<file path="src/rtl/sig_pkg.sv">
// Shared types for the two-road signal controller.
// Assumes a two-bit lamp code on each road.
package sig_pkg;
    localparam int LAMP_W = 2;

    typedef enum logic [LAMP_W-1:0] {
        LAMP_GO   = 2'b00,
        LAMP_WARN = 2'b01,
        LAMP_STOP = 2'b10
    } lamp_t;

    typedef enum logic [1:0] {
        PH_A_GO   = 2'd0,
        PH_A_WARN = 2'd1,
        PH_B_GO   = 2'd2,
        PH_B_WARN = 2'd3
    } phase_t;

    typedef enum logic {
        MODE_NORMAL = 1'b0,
        MODE_PARADE = 1'b1
    } mode_t;
endpackage

</file>
<file path="src/rtl/parade_mode_fsm.sv">
// Mode machine: keeps the parade flag. Sampled every clock.
// Release has priority over parade. Assumes synchronous active-low reset.
module parade_mode_fsm
    import sig_pkg::*;
(
    input  logic clk,
    input  logic rst_n,
    input  logic parade_req,
    input  logic release_req,
    output logic mode_on
);
    mode_t mode_q, mode_d;

    // Next mode: release wins, then parade, else hold.
    always_comb begin
        if (release_req)     mode_d = MODE_NORMAL;
        else if (parade_req) mode_d = MODE_PARADE;
        else                 mode_d = mode_q;
    end

    // Mode register.
    always_ff @(posedge clk) begin
        if (!rst_n) mode_q <= MODE_NORMAL;
        else        mode_q <= mode_d;
    end

    assign mode_on = (mode_q == MODE_PARADE);
endmodule

</file>
<file path="src/rtl/lights_phase_fsm.sv">
// Lights machine: four phases, advances only when step_en is high.
// Assumes mode_on comes from a registered source.
module lights_phase_fsm
    import sig_pkg::*;
(
    input  logic   clk,
    input  logic   rst_n,
    input  logic   step_en,
    input  logic   sense_a,
    input  logic   sense_b,
    input  logic   mode_on,
    output phase_t phase
);
    phase_t phase_q, phase_d;

    // Next-phase logic for one step.
    always_comb begin
        phase_d = phase_q;
        unique case (phase_q)
            PH_A_GO:   if (!sense_a) phase_d = PH_A_WARN;
            PH_A_WARN: phase_d = PH_B_GO;
            PH_B_GO:   if (!sense_b && !mode_on) phase_d = PH_B_WARN;
            PH_B_WARN: phase_d = PH_A_GO;
            default:   phase_d = PH_A_GO;
        endcase
    end

    // Phase register, gated by the step enable.
    always_ff @(posedge clk) begin
        if (!rst_n)       phase_q <= PH_A_GO;
        else if (step_en) phase_q <= phase_d;
    end

    assign phase = phase_q;
endmodule

</file>
<file path="src/rtl/lamp_decode.sv">
// Lamp decoder for one road: green in its go phase, yellow in its
// warn phase, red otherwise. ON_B selects which road it serves.
module lamp_decode
    import sig_pkg::*;
#(
    parameter bit ON_B = 1'b0
) (
    input  phase_t            phase,
    output logic [LAMP_W-1:0] lamp
);
    localparam phase_t GO_PH   = ON_B ? PH_B_GO   : PH_A_GO;
    localparam phase_t WARN_PH = ON_B ? PH_B_WARN : PH_A_WARN;

    // Map phase to lamp code.
    always_comb begin
        if (phase == GO_PH)        lamp = LAMP_GO;
        else if (phase == WARN_PH) lamp = LAMP_WARN;
        else                       lamp = LAMP_STOP;
    end
endmodule

</file>
<file path="src/rtl/road_signal_ctrl.sv">
// Top: factored signal controller, mode machine feeding lights machine,
// lamp codes decoded per road. Assumes one clock and synchronous reset.
module road_signal_ctrl
    import sig_pkg::*;
(
    input  logic              clk,
    input  logic              rst_n,
    input  logic              sense_a,
    input  logic              sense_b,
    input  logic              parade_req,
    input  logic              release_req,
    input  logic              step_en,
    output logic [LAMP_W-1:0] lamp_a,
    output logic [LAMP_W-1:0] lamp_b
);
    logic   mode_on;
    phase_t phase;
    logic [LAMP_W-1:0] lamp_vec [2];

    parade_mode_fsm u_mode (
        .clk(clk), .rst_n(rst_n),
        .parade_req(parade_req), .release_req(release_req),
        .mode_on(mode_on)
    );

    lights_phase_fsm u_lights (
        .clk(clk), .rst_n(rst_n), .step_en(step_en),
        .sense_a(sense_a), .sense_b(sense_b), .mode_on(mode_on),
        .phase(phase)
    );

    for (genvar r = 0; r < 2; r++) begin : g_road
        lamp_decode #(.ON_B(r == 1)) u_dec (
            .phase(phase), .lamp(lamp_vec[r])
        );
    end

    assign lamp_a = lamp_vec[0];
    assign lamp_b = lamp_vec[1];
endmodule

</file>
<file path="config.mk">
export PLATFORM = sky130hd
export DESIGN_NAME = road_signal_ctrl
export DESIGN_NICKNAME = d
export VERILOG_FILES = /design/src/rtl/sig_pkg.sv /design/src/rtl/parade_mode_fsm.sv /design/src/rtl/lights_phase_fsm.sv /design/src/rtl/lamp_decode.sv /design/src/rtl/road_signal_ctrl.sv
export SDC_FILE = /design/constraint.sdc
export NUM_CORES = 1
export LEC_CHECK = 0
export BUFFER_PORTS_ARGS = -buffer_cell sky130_fd_sc_hd__buf_2
export CAP_MARGIN = 25
export CORE_AREA = 3 3 40 42
export CTS_CLUSTER_SIZE = 16
export DETAILED_ROUTE_END_ITERATION = 10
export DIE_AREA = 0 0 43 45
export HOLD_SLACK_MARGIN = 0.05
export PLACE_DENSITY = 0.38
export SLEW_MARGIN = 25
export SYNTH_ARGS = -nofsm -noshare
export SYNTH_HDL_FRONTEND = slang
export SYNTH_SLANG_ARGS = --single-unit
</file>
<file path="constraint.sdc">
create_clock -name clk -period 3.4 [get_ports clk]
set_input_delay 0.17 -clock clk [delete_from_list [all_inputs] [get_ports clk]]
set_output_delay 0.17 -clock clk [all_outputs]
set_load 0.1 [all_outputs]
</file>
---- Word-level counts from Yosys, hierarchy flattened ----
Cells that the tools add are included.
storage, ports and cells
  flip-flop bits (word level) ............. 3
  input port bits ......................... 7
  logic and storage cells ................. 21
operators by class
  eq/ne operators ......................... 5
  muxes and demuxes ....................... 7
  bitwise operators ....................... 1
  reductions and logical operators ........ 6
operators with widths
  operator              count
  $mux W2               6
  $pmux W2 S4           1
  $eq A2 B2 Y1 const B  2
  $ne A2 B2 Y1 const B  2
  $reduce_and A3 Y1     1
  $eq A2 B1 Y1 const B  1
  $logic_not A1 Y1      2
  $logic_not A2 Y1      1
  $reduce_or A2 Y1      1
  $logic_and A1 B1 Y1   1
  $not A1 Y1            1

---- Longest topological paths before layout ----
Gate-level depths: netlist of run 1.
  depth after elaboration ................. 4
  gate-level depth with buffers ........... 5

---- Cells and area by module ----
Synthesis of run 1 repeated with hierarchy kept, for this count alone.
second synthesis, totals
  cell total of the unflattened synthesis .. 22
  area, all modules ....................... 196.4 sq um
modules (own cells, without submodules)
  module            times used  cells each  area each (sq um)  sequential area each (sq um)
  lights_phase_fsm  1           15          140.1              40.0
  parade_mode_fsm   1           3           36.3               20.0
  lamp_decode       2           2           10.0               0.0

---- Worst setup path after synthesis of run 1 ----
No wires, ideal clock.
  path type ............................... flip-flop to output port
  from .................................... register u_lights.phase_q[0] (netlist: u_lights.phase[0])
  to ...................................... output port lamp_a[1]
  arrival ................................. 1962 ps
  slack ................................... 1268 ps
  stages on the path, launching flop included .. 4
  cells stage by stage .................... dfxtp_1 > inv_1 > ha_1 > nor2_1
on the way
  cells in the longest elaborated chain, start to end .. 3
  elaborated cells between the ends (all ways) .. 4
  classes of those cells .................. eq/ne (1); mux (2); reduce/logical (1)
ends and longest elaborated chain
  item                      line                    RTL
  start: declaration        lights_phase_fsm.sv:14  phase_t phase_q, phase_d;
  start signal: assignment  lights_phase_fsm.sv:31  else if (step_en) phase_q <= phase_d;
  $eq A2 B1 Y1              lamp_decode.sv:17       else if (phase == WARN_PH) lamp = LAMP_WARN;
  $mux W2                   lamp_decode.sv:17
  $mux W2 (*)               lamp_decode.sv:16       if (phase == GO_PH) lamp = LAMP_GO;
  end: declaration          road_signal_ctrl.sv:13  output logic [LAMP_W-1:0] lamp_a,
Mark *: on every way between the ends. The rest lies on a longest branch, timed or not.

---- Final worst setup path of run 1 ----
Ends and elaborated chain as after synthesis.

==> results of run 1 <==
==> power by group through the flow <==
stage | Clock, mW | Combinational, mW | Sequential, mW
2_1_floorplan | 0 | 0.0504 | 0.0413
3_3_place_gp | 0 | 0.0600 | 0.0422
3_5_place_dp | 0 | 0.0603 | 0.0422
4_1_cts | 0.0671 | 0.0604 | 0.0417
5_1_grt | 0.0737 | 0.0639 | 0.0423
6_report | 0.0639 | 0.0595 | 0.0416
==> worst min-delay path by stage <==
stage           startpoint                           to  slack [ns]
3_5_place_dp   release_req  u_mode.mode_on$_SDFFE_PP0P_        0.34
6_report       release_req  u_mode.mode_on$_SDFFE_PP0P_         0.1
5_1_grt        release_req  u_mode.mode_on$_SDFFE_PP0P_        0.09
3_3_place_gp   release_req  u_mode.mode_on$_SDFFE_PP0P_        0.34
4_1_cts        release_req  u_mode.mode_on$_SDFFE_PP0P_        0.09
2_1_floorplan  release_req  u_mode.mode_on$_SDFFE_PP0P_        0.25
==> per-layer routing <==
metal  GRT usage, %  share of wire [%]  up-vias
met5              0                  0        -
met4           3.61                  0        0
met3           7.17                 14        0
met2           9.28                 49        9
met1           6.01                 37       85
li1               -                  -      104
==> state kept, by name, indices dropped and copies added, names as in the netlist <==
register and count:
u_mode.mode_on 1, u_lights.phase 2
==> layout make-up <==
type	count	area, sq um
inverters	3	11.3
clock buffers	4	26.3
multi-input cells	18	146
well taps	15	18.8
repair buffers	10	50.0
fillers	153	972
flip-flops and latches	3	60.1
==> worst reg2reg max path, delay by kind of cell, from the launching register on <==
family	cells	cell delay [ns]
flops	1	0.40
buf+inv	1	0.11
simple gates	1	0.12
fa+ha+maj	1	0.24
compound gates	2	0.36
==> through the flow <==
stage               power, mW  worst slack [ns]  hold slack (ns)  cells  area, sq um
finish                  0.165              1.71           0.0960     53          313
global placement        0.102              1.95            0.338     49          287
detailed placement      0.103              1.94            0.343     49          287
CTS                     0.169              1.68           0.0910     53          313
floorplan              0.0918              1.27            0.249     24          218
global route            0.180              1.56           0.0879     53          313
==> Yosys cell counts <==
cell	instances	share of area [%]
nor2_1	4	6.9
ha_1	6	34
nand3_2	1	4.6
mux2i_1	1	4.6
nor3_1	1	2.3
nand2_1	3	5.2
a221oi_2	1	6.9
dfxtp_1	3	28
inv_1	3	5.2
o21ai_1	1	2.3
==> cells by family after synthesis <==
| logic type | synth area share, % |
|---|---|
| and+or+nand+nor | 19.0 |
| adders and majority gates | 34.5 |
| buffers and inverters | 5.17 |
| DFF | 27.6 |
| AOI/OAI and AO/OA | 9.19 |
| muxes | 4.60 |
==> impl_metrics.tcl, run 1 <==
set metrics [dict create \
    status "finished clean" \
    gp_congestion 0.604 \
    p_comb_share_pct 36.1 \
    switchingPower_mw 0.0693 \
    grtUsageTotal_pct 6.66 \
    cts_tree "yes" \
    num_vias 198 \
    clockBufferDepth 2 \
    cp.arrival_ns 1.52 \
    syn2layout_area_growth_pct 43.7 \
    r2r-end "u_lights.phase[0]$_SDFFE_PN0P_" \
    nets 52 \
    grt-ovfl-total 0 \
    cts.clk_slew.worst_paths_ns 0.04 \
    seq_power_share_pct 25.2 \
    htreeDepth 1 \
    layout_common_cells "10 x buf_2, 6 x ha_1, 4 x nor2_1" \
    power.density_nw_per_um2 527 \
    fin_setup_tns_ns 0 \
    cp_max_fo 5 \
    clkSinkCount 3 \
    hold_path.class "primary input to flip-flop" \
    coreArea_sq_um 1280 \
    crit_family "buffers and inverters" \
    fin_crit_sh_pct 49.8 \
    die_area_sq_um 1940 \
    cpPeakStageDelay_ns 0.42 \
    finalClockSkew_ns 0.00267 \
    startpoint "u_lights.phase[0]$_SDFFE_PN0P_" \
    rr_worst_depth 5 \
    rows 13 \
    max_clock_freq_mhz 590 \
    holdBufCountCts 0 \
    cp-endpoint "lamp_a[1]" \
    drtIter0Drc 2 \
    period_minus_slack_ns 1.69 \
    worst_slew_pin_slew_ns 0.488 \
    drv_slew 0 \
    clk_latency_ns 0.24 \
    min_path_cells 2 \
    start_util_pct 16.9 \
    antenna_cells 0 \
    p_clk_share_pct 38.7 \
    critical-path-slowest-cell "buf_2" \
    synth_cell_types 10 \
    wl_per_cell_um 8.62 \
    syn_inst 24 \
    ys.warnings.count 0 \
    setup_viol 0 \
    post_cts_buffers 0 \
    die_w_um 43 \
    reg2reg_setup_slack_ns 2.09 \
    totalWireLength_um 457 \
    grt_pass1_wl_um 848 \
    die_h_um 45 \
    path_cells "inv_1, ha_1, nor2_1, buf_2" \
    internal-power_mw 0.0957 \
    worstReg2RegStart "u_lights.phase[0]$_SDFFE_PN0P_" \
    end_kind "primary output" \
    synth.ff_latch_count 3 \
    vdd_drop_max_mv 0.204 \
    final_util_pct 24.3 \
    cts_buffers 3 \
    startpoint_type "flip-flop" \
    slew_headroom_pct 67.7 \
    antenna_found_initial 0 \
    cts_resized 0 \
    switching_share_pct 42.0 \
    drc 0 \
    power_leakage_nw 0.166 \
    maxCapViolations 0 \
    worst-path-stages 4 \
    critPathRequiredTime_ns 3.23 \
    grt_max_degree 6 \
    port_buffers 10 \
    viasPerCell 3.74 \
    drive_gt1_share_pct 39.5 \
    grt_pass1_vias 207 \
    cts-root-buf "clkbuf_4" \
    yosysSeqAreaShare_pct 27.6 \
    io_pins 11 \
    dr.pass1.iters 2 \
    worst-path-buf-inv 2 \
    postRouteAntennaNets 0 \
    syn_area_sq_um 218 \
    rsz0062_at_grt "no" \
    synth_area_per_cell_sq_um 9.07 \
    synth_nets 37 \
    final_common_cell "buf_2" \
    critical_path_class "flip-flop to primary output" \
    hold_viol_final 0 \
]
Note: power is estimated with default switching activity, not from simulation.
==> run 2: changes to the inputs <==
ABC_AREA = 1   (was not set)
clock period = 1.59 ns   (was 3.4 ns; I/O delays follow)
==> impl_metrics.tcl, run 2 <==
set metrics [dict create \
    cp_max_fo 5 \
    cts.clk_slew.worst_paths_ns 0.04 \
    grt_util_met3_pct 5.18 \
    worst_slew_pin_slew_ns 0.486 \
    end_kind "primary output" \
    p_clk_share_pct 30.7 \
    coreArea_sq_um 1280 \
    die_area_sq_um 1940 \
    synth_area_per_cell_sq_um 7.95 \
    largest_reg_flops 2 \
    antenna_cells 0 \
    syn_inst 28 \
    pre_cts_slack_ns 0.355 \
    p_comb_share_pct 48.4 \
    filler_cell_count 142 \
    clk_latency_ns 0.23 \
    cts_tree "yes" \
    fin_cells 58 \
    die_w_um 43 \
    drv_slew 0 \
    drtIter0Drc 0 \
    cp-endpoint "lamp_a[1]" \
    fin_setup_tns_ns 0 \
    antenna_found_initial 0 \
    cts-root-buf "clkbuf_4" \
    status "finished clean" \
    drc 0 \
    synth_most_common_cell "ha_1" \
    cp.arrival_ns 1.33 \
    slew_headroom_pct 67.9 \
    cts_buffers 3 \
    power.density_nw_per_um2 1220 \
    die_h_um 45 \
    max_clock_freq_mhz 711 \
    dr.pass1.iters 1 \
    clockBufferDepth 2 \
    totalWireLength_um 460 \
    top_usage_layer "met2" \
    yosysSeqAreaShare_pct 27.0 \
    postRouteAntennaNets 0 \
    seq_power_share_pct 20.9 \
    syn2layout_area_growth_pct 62.9 \
    vdd_drop_max_mv 0.382 \
    rsz0062_at_grt "no" \
    io_pins 11 \
    ys.flop_type "dfxtp_1" \
    final_util_pct 28.2 \
    num_vias 207 \
    rows 13 \
    synth_nets 41 \
    syn_area_sq_um 223 \
    start_util_pct 17.3 \
    clkSinkCount 3 \
    synth_area_leaders "ha_1 34%, dfxtp_1 27%, inv_1 8.4%, nor2_1 6.7%, nand2_1 5.1%" \
    final_common_cell "buf_2" \
    port_buffers 10 \
    viasPerCell 3.57 \
    wl_per_cell_um 7.93 \
    worstReg2RegStart "u_lights.phase[0]$_SDFFE_PN0P_" \
    grt-ovfl-total 0 \
    grt_max_degree 6 \
    cts_resized 0 \
    nets 57 \
    fin_crit_sh_pct 88.5 \
    gp_congestion 0.709 \
    grtUsageTotal_pct 5.41 \
    switchingPower_mw 0.198 \
    yosys-top-cells-count "6 x ha_1, 5 x inv_1, 4 x nor2_1" \
    layout_common_cells "8 x buf_2, 6 x ha_1, 5 x inv_1" \
    timing.final.ws_setup_ns 0.183 \
    yosys.area.top_type "ha_1" \
    postLayoutCellArea_sq_um 363 \
    hold_viol_final 0 \
    drive_gt1_share_pct 39.5 \
    critical_path_class "flip-flop to primary output" \
    hold_path.class "primary input to flip-flop" \
    rr_worst_depth 6 \
    ys.warnings.count 0 \
    synth_cell_types 10 \
    synth.ff_latch_count 3 \
    finalPower_mw 0.444 \
    synth_top_cell_area_share_pct 33.7 \
    grt_pass1_vias 189 \
    dp.cells 53 \
    placed_cell_area_sq_um 327 \
    ys_async_sr_fraction_pct 0 \
    htreeDepth 1 \
    cpPeakStageDelay_ns 0.39 \
    path_cells "inv_1, ha_1, nor2_2, buf_12" \
    detailed_place_hpwl_um 370 \
    power_leakage_nw 0.190 \
    startpoint "u_lights.phase[0]$_SDFFE_PN0P_" \
    switching_share_pct 44.5 \
    critical-path-slowest-cell "dfxtp_1" \
    r2r-end "u_lights.phase[1]$_SDFFE_PN0P_" \
    met1_usage_pct 6.49 \
    hold_slack_ns 0.0972 \
    grt_pass1_wl_um 745 \
    startpoint_type "flip-flop" \
    met2_usage_pct 7.49 \
    internal-power_mw 0.246 \
    finalClockSkew_ns 0.00243 \
    maxCapViolations 0 \
    synth-edff-count 0 \
    setup_viol 0 \
    critPathRequiredTime_ns 1.51 \
    period_minus_slack_ns 1.41 \
    reg2reg_setup_slack_ns 0.38 \
]
==> run 2: worst min-delay path by stage <==
stage / start / end / slack [ns] / cells past startpoint
floorplan: release_req / u_mode.mode_on$_SDFFE_PP0P_ / 0.15 / 1
global placement: release_req / u_mode.mode_on$_SDFFE_PP0P_ / 0.24 / 2
detailed placement: release_req / u_mode.mode_on$_SDFFE_PP0P_ / 0.24 / 2
CTS: rst_n / u_lights.phase[1]$_SDFFE_PN0P_ / 0.09 / 3
global route: rst_n / u_lights.phase[1]$_SDFFE_PN0P_ / 0.11 / 3
finish: rst_n / u_lights.phase[1]$_SDFFE_PN0P_ / 0.1 / 3
==> run 2: worst max-delay path, delay by kind of cell (launching register included) <==
kind                     cells  cell delay, ns
buffers and inverters        2            0.29
adder cells (fa/ha/maj)      1            0.25
AND/OR/NAND/NOR              1            0.16
flip-flops                   1            0.39
==> run 2: final cells by class <==
class	count	area [sq um]	area share, %
clock buffers	4	26.3	7.24
inverters	5	18.8	5.17
multi-input cells	20	149	41.0
flip-flops and latches	3	60.1	16.6
well taps	15	18.8	5.17
repair buffers	11	90.1	24.8
==> run 2: cell families after synthesis <==
| kind of cell | after synthesis | share of synthesized area, % |
|---|---|---|
| AO/OA/AOI/OAI | 6 | 16.9 |
| AND/OR/NAND/NOR | 8 | 14.0 |
| adder cells (fa/ha/maj) | 6 | 33.7 |
| buffers and inverters | 5 | 8.43 |
| flip-flops | 3 | 27.0 |
==> run 2: layer usage <==
| metal | wire length, um | part of all wire (%) |
|---|---|---|
| met3 | 54 | 12 |
| met4 | 0 | 0 |
| met1 | 215 | 47 |
| met5 | 0 | 0 |
| met2 | 190 | 41 |
==> run 2: repair_timing <==
item                                   4_1_cts  5_1_grt
hold buffers                                 1        0
endpoints found under the hold margin        1        0
buffers inserted                             0        0
==> run 2: power by group through the flow <==
stage	logic, mW	clock network, mW	registers [mW]
after floorplan	0.155	0	0.0920
after detailed placement	0.215	0	0.0946
final	0.215	0.136	0.0928
after CTS	0.218	0.144	0.0934
after global placement	0.217	0	0.0948
after global routing	0.228	0.151	0.0952
==> run 3: changes to the inputs <==
ABC_AREA = not set   (was 1)
==> impl_metrics.tcl, run 3 (same netlist as run 1, synthesis figures left out) <==
set metrics [dict create \
    fin_cells 55 \
    start_util_pct 16.9 \
    rows 13 \
    gp_congestion 0.666 \
    wl_per_cell_um 8.05 \
    status "finished clean" \
    min_path_cells 3 \
    power.density_nw_per_um2 1030 \
    grt_max_degree 6 \
    period_minus_slack_ns 1.41 \
    setup_viol 0 \
    die_area_sq_um 1940 \
    reg2reg_setup_slack_ns 0.27 \
    hold_path.class "primary input to flip-flop" \
    vdd_drop_max_mv 0.276 \
    rr_worst_depth 5 \
    hold_slack_ns 0.113 \
    num_vias 205 \
    filler_cell_count 143 \
    post_cts_buffers 0 \
    critical_path_class "flip-flop to primary output" \
    largest_reg_flops 2 \
    r2r-end "u_lights.phase[0]$_SDFFE_PN0P_" \
    worst_slew_pin_slew_ns 0.487 \
    clkSinkCount 3 \
    port_buffers 10 \
    dr.pass1.iters 1 \
    drv_slew 0 \
    cts_tree "yes" \
    rsz0062_at_grt "no" \
    cp_max_fo 5 \
    io_pins 11 \
    antenna_found_initial 0 \
    max_clock_freq_mhz 709 \
    power_leakage_nw 0.187 \
    grt-ovfl-total 0 \
    antenna_cells 0 \
    critPathRequiredTime_ns 1.51 \
    cts.clk_slew.worst_paths_ns 0.04 \
    totalWireLength_um 443 \
    cts-root-buf "clkbuf_4" \
    worstReg2RegStart "u_lights.phase[0]$_SDFFE_PN0P_" \
    hold_viol_final 0 \
    grt_pass1_vias 215 \
    syn2layout_area_growth_pct 69.0 \
    coreArea_sq_um 1280 \
    drive_gt1_share_pct 42.5 \
    die_h_um 45 \
    cpPeakStageDelay_ns 0.40 \
    cts_resized 0 \
    finalClockSkew_ns 0.00381 \
    cts_buffers 3 \
    grtUsageTotal_pct 5.41 \
    hold_path_startpoint "parade_req" \
    end_kind "primary output" \
    hold_path_end "u_mode.mode_on$_SDFFE_PP0P_" \
    maxCapViolations 0 \
    viasPerCell 3.73 \
    path_cells "inv_1, ha_1, nor2_2, buf_12" \
    slew_headroom_pct 67.8 \
    postRouteAntennaNets 0 \
    detailed_place_hpwl_um 362 \
    die_w_um 43 \
    layout_common_cells "8 x buf_2, 6 x ha_1" \
    placed_cell_area_sq_um 322 \
    fin_crit_sh_pct 88.8 \
    nets 54 \
    startpoint_type "flip-flop" \
    drc 0 \
    htreeDepth 1 \
    clk_latency_ns 0.23 \
    clockBufferDepth 2 \
    cp.arrival_ns 1.33 \
    dp.cells 49 \
    postLayoutCellArea_sq_um 368 \
    critical-path-slowest-cell "dfxtp_1" \
    grt_pass1_wl_um 738 \
    final_common_cell "buf_2" \
    drtIter0Drc 0 \
]
==> run 3: worst max-delay path by stage <==
stage                                   start                        endpoint  slack (ns)  cells after the start
2_1_floorplan  u_lights.phase[0]$_SDFFE_PN0P_                       lamp_a[1]     -0.0003                      3
6_report       u_lights.phase[0]$_SDFFE_PN0P_                       lamp_a[1]        0.18                      4
4_1_cts        u_lights.phase[0]$_SDFFE_PN0P_                       lamp_a[1]        0.16                      4
5_1_grt        u_lights.phase[0]$_SDFFE_PN0P_                       lamp_a[1]        0.08                      4
3_3_place_gp   u_lights.phase[0]$_SDFFE_PN0P_  u_lights.phase[0]$_SDFFE_PN0P_        0.27                      5
3_5_place_dp   u_lights.phase[0]$_SDFFE_PN0P_  u_lights.phase[0]$_SDFFE_PN0P_        0.26                      5
==> run 3: metal layers <==
metal  up-vias  wire (um)  GRT usage [%]
li1        108          -              -
met4         0          0           5.42
met3         0         35           3.19
met2         5        239           8.98
met1        92        167           4.33
met5         -          0              0
==> run 3: repair_timing <==
| action | 4_1_cts | 5_1_grt |
|---|---|---|
| endpoints found under the setup margin | 0 | 0 |
| hold endpoints to repair | 2 | 0 |
| hold buffers | 2 | 0 |
==> run 3: per-stage QoR <==
step | utilization (%) | total power, mW | setup slack, ns | setup TNS [ns]
4_1_cts | 28.6 | 0.388 | 0.156 | 0
5_1_grt | 28.6 | 0.401 | 0.0824 | 0
2_1_floorplan | - | 0.200 | -0.000347 | -0.000347
3_3_place_gp | 25.0 | 0.244 | 0.268 | 0
6_report | 28.6 | 0.379 | 0.179 | 0
3_5_place_dp | 25.0 | 0.244 | 0.264 | 0
==> run 3: layout make-up <==
cell class / count / area, sq um / share of cell area, %
tap: 15 / 18.8 / 5.10
multi-input combinational: 18 / 151 / 41.2
sequential: 3 / 60.1 / 16.3
inverter: 3 / 11.3 / 3.06
timing repair buffer: 12 / 100 / 27.2
clock buffer: 4 / 26.3 / 7.14
==> run 3: critical path, delay by kind of cell, from the launching register on <==
| kind | cells | cell delay (ns) |
|---|---|---|
| adders and majority gates | 1 | 0.24 |
| buffers and inverters | 2 | 0.30 |
| DFF | 1 | 0.40 |
| and+or+nand+nor | 1 | 0.16 |
==> run 3: power breakdown <==
group	total [mW]	internal, mW	switching [mW]	leakage, nW
registers	0.0887	0.0817	0.00700	0.0246
logic	0.156	0.0523	0.104	0.147
clock network	0.134	0.0941	0.0404	0.0150
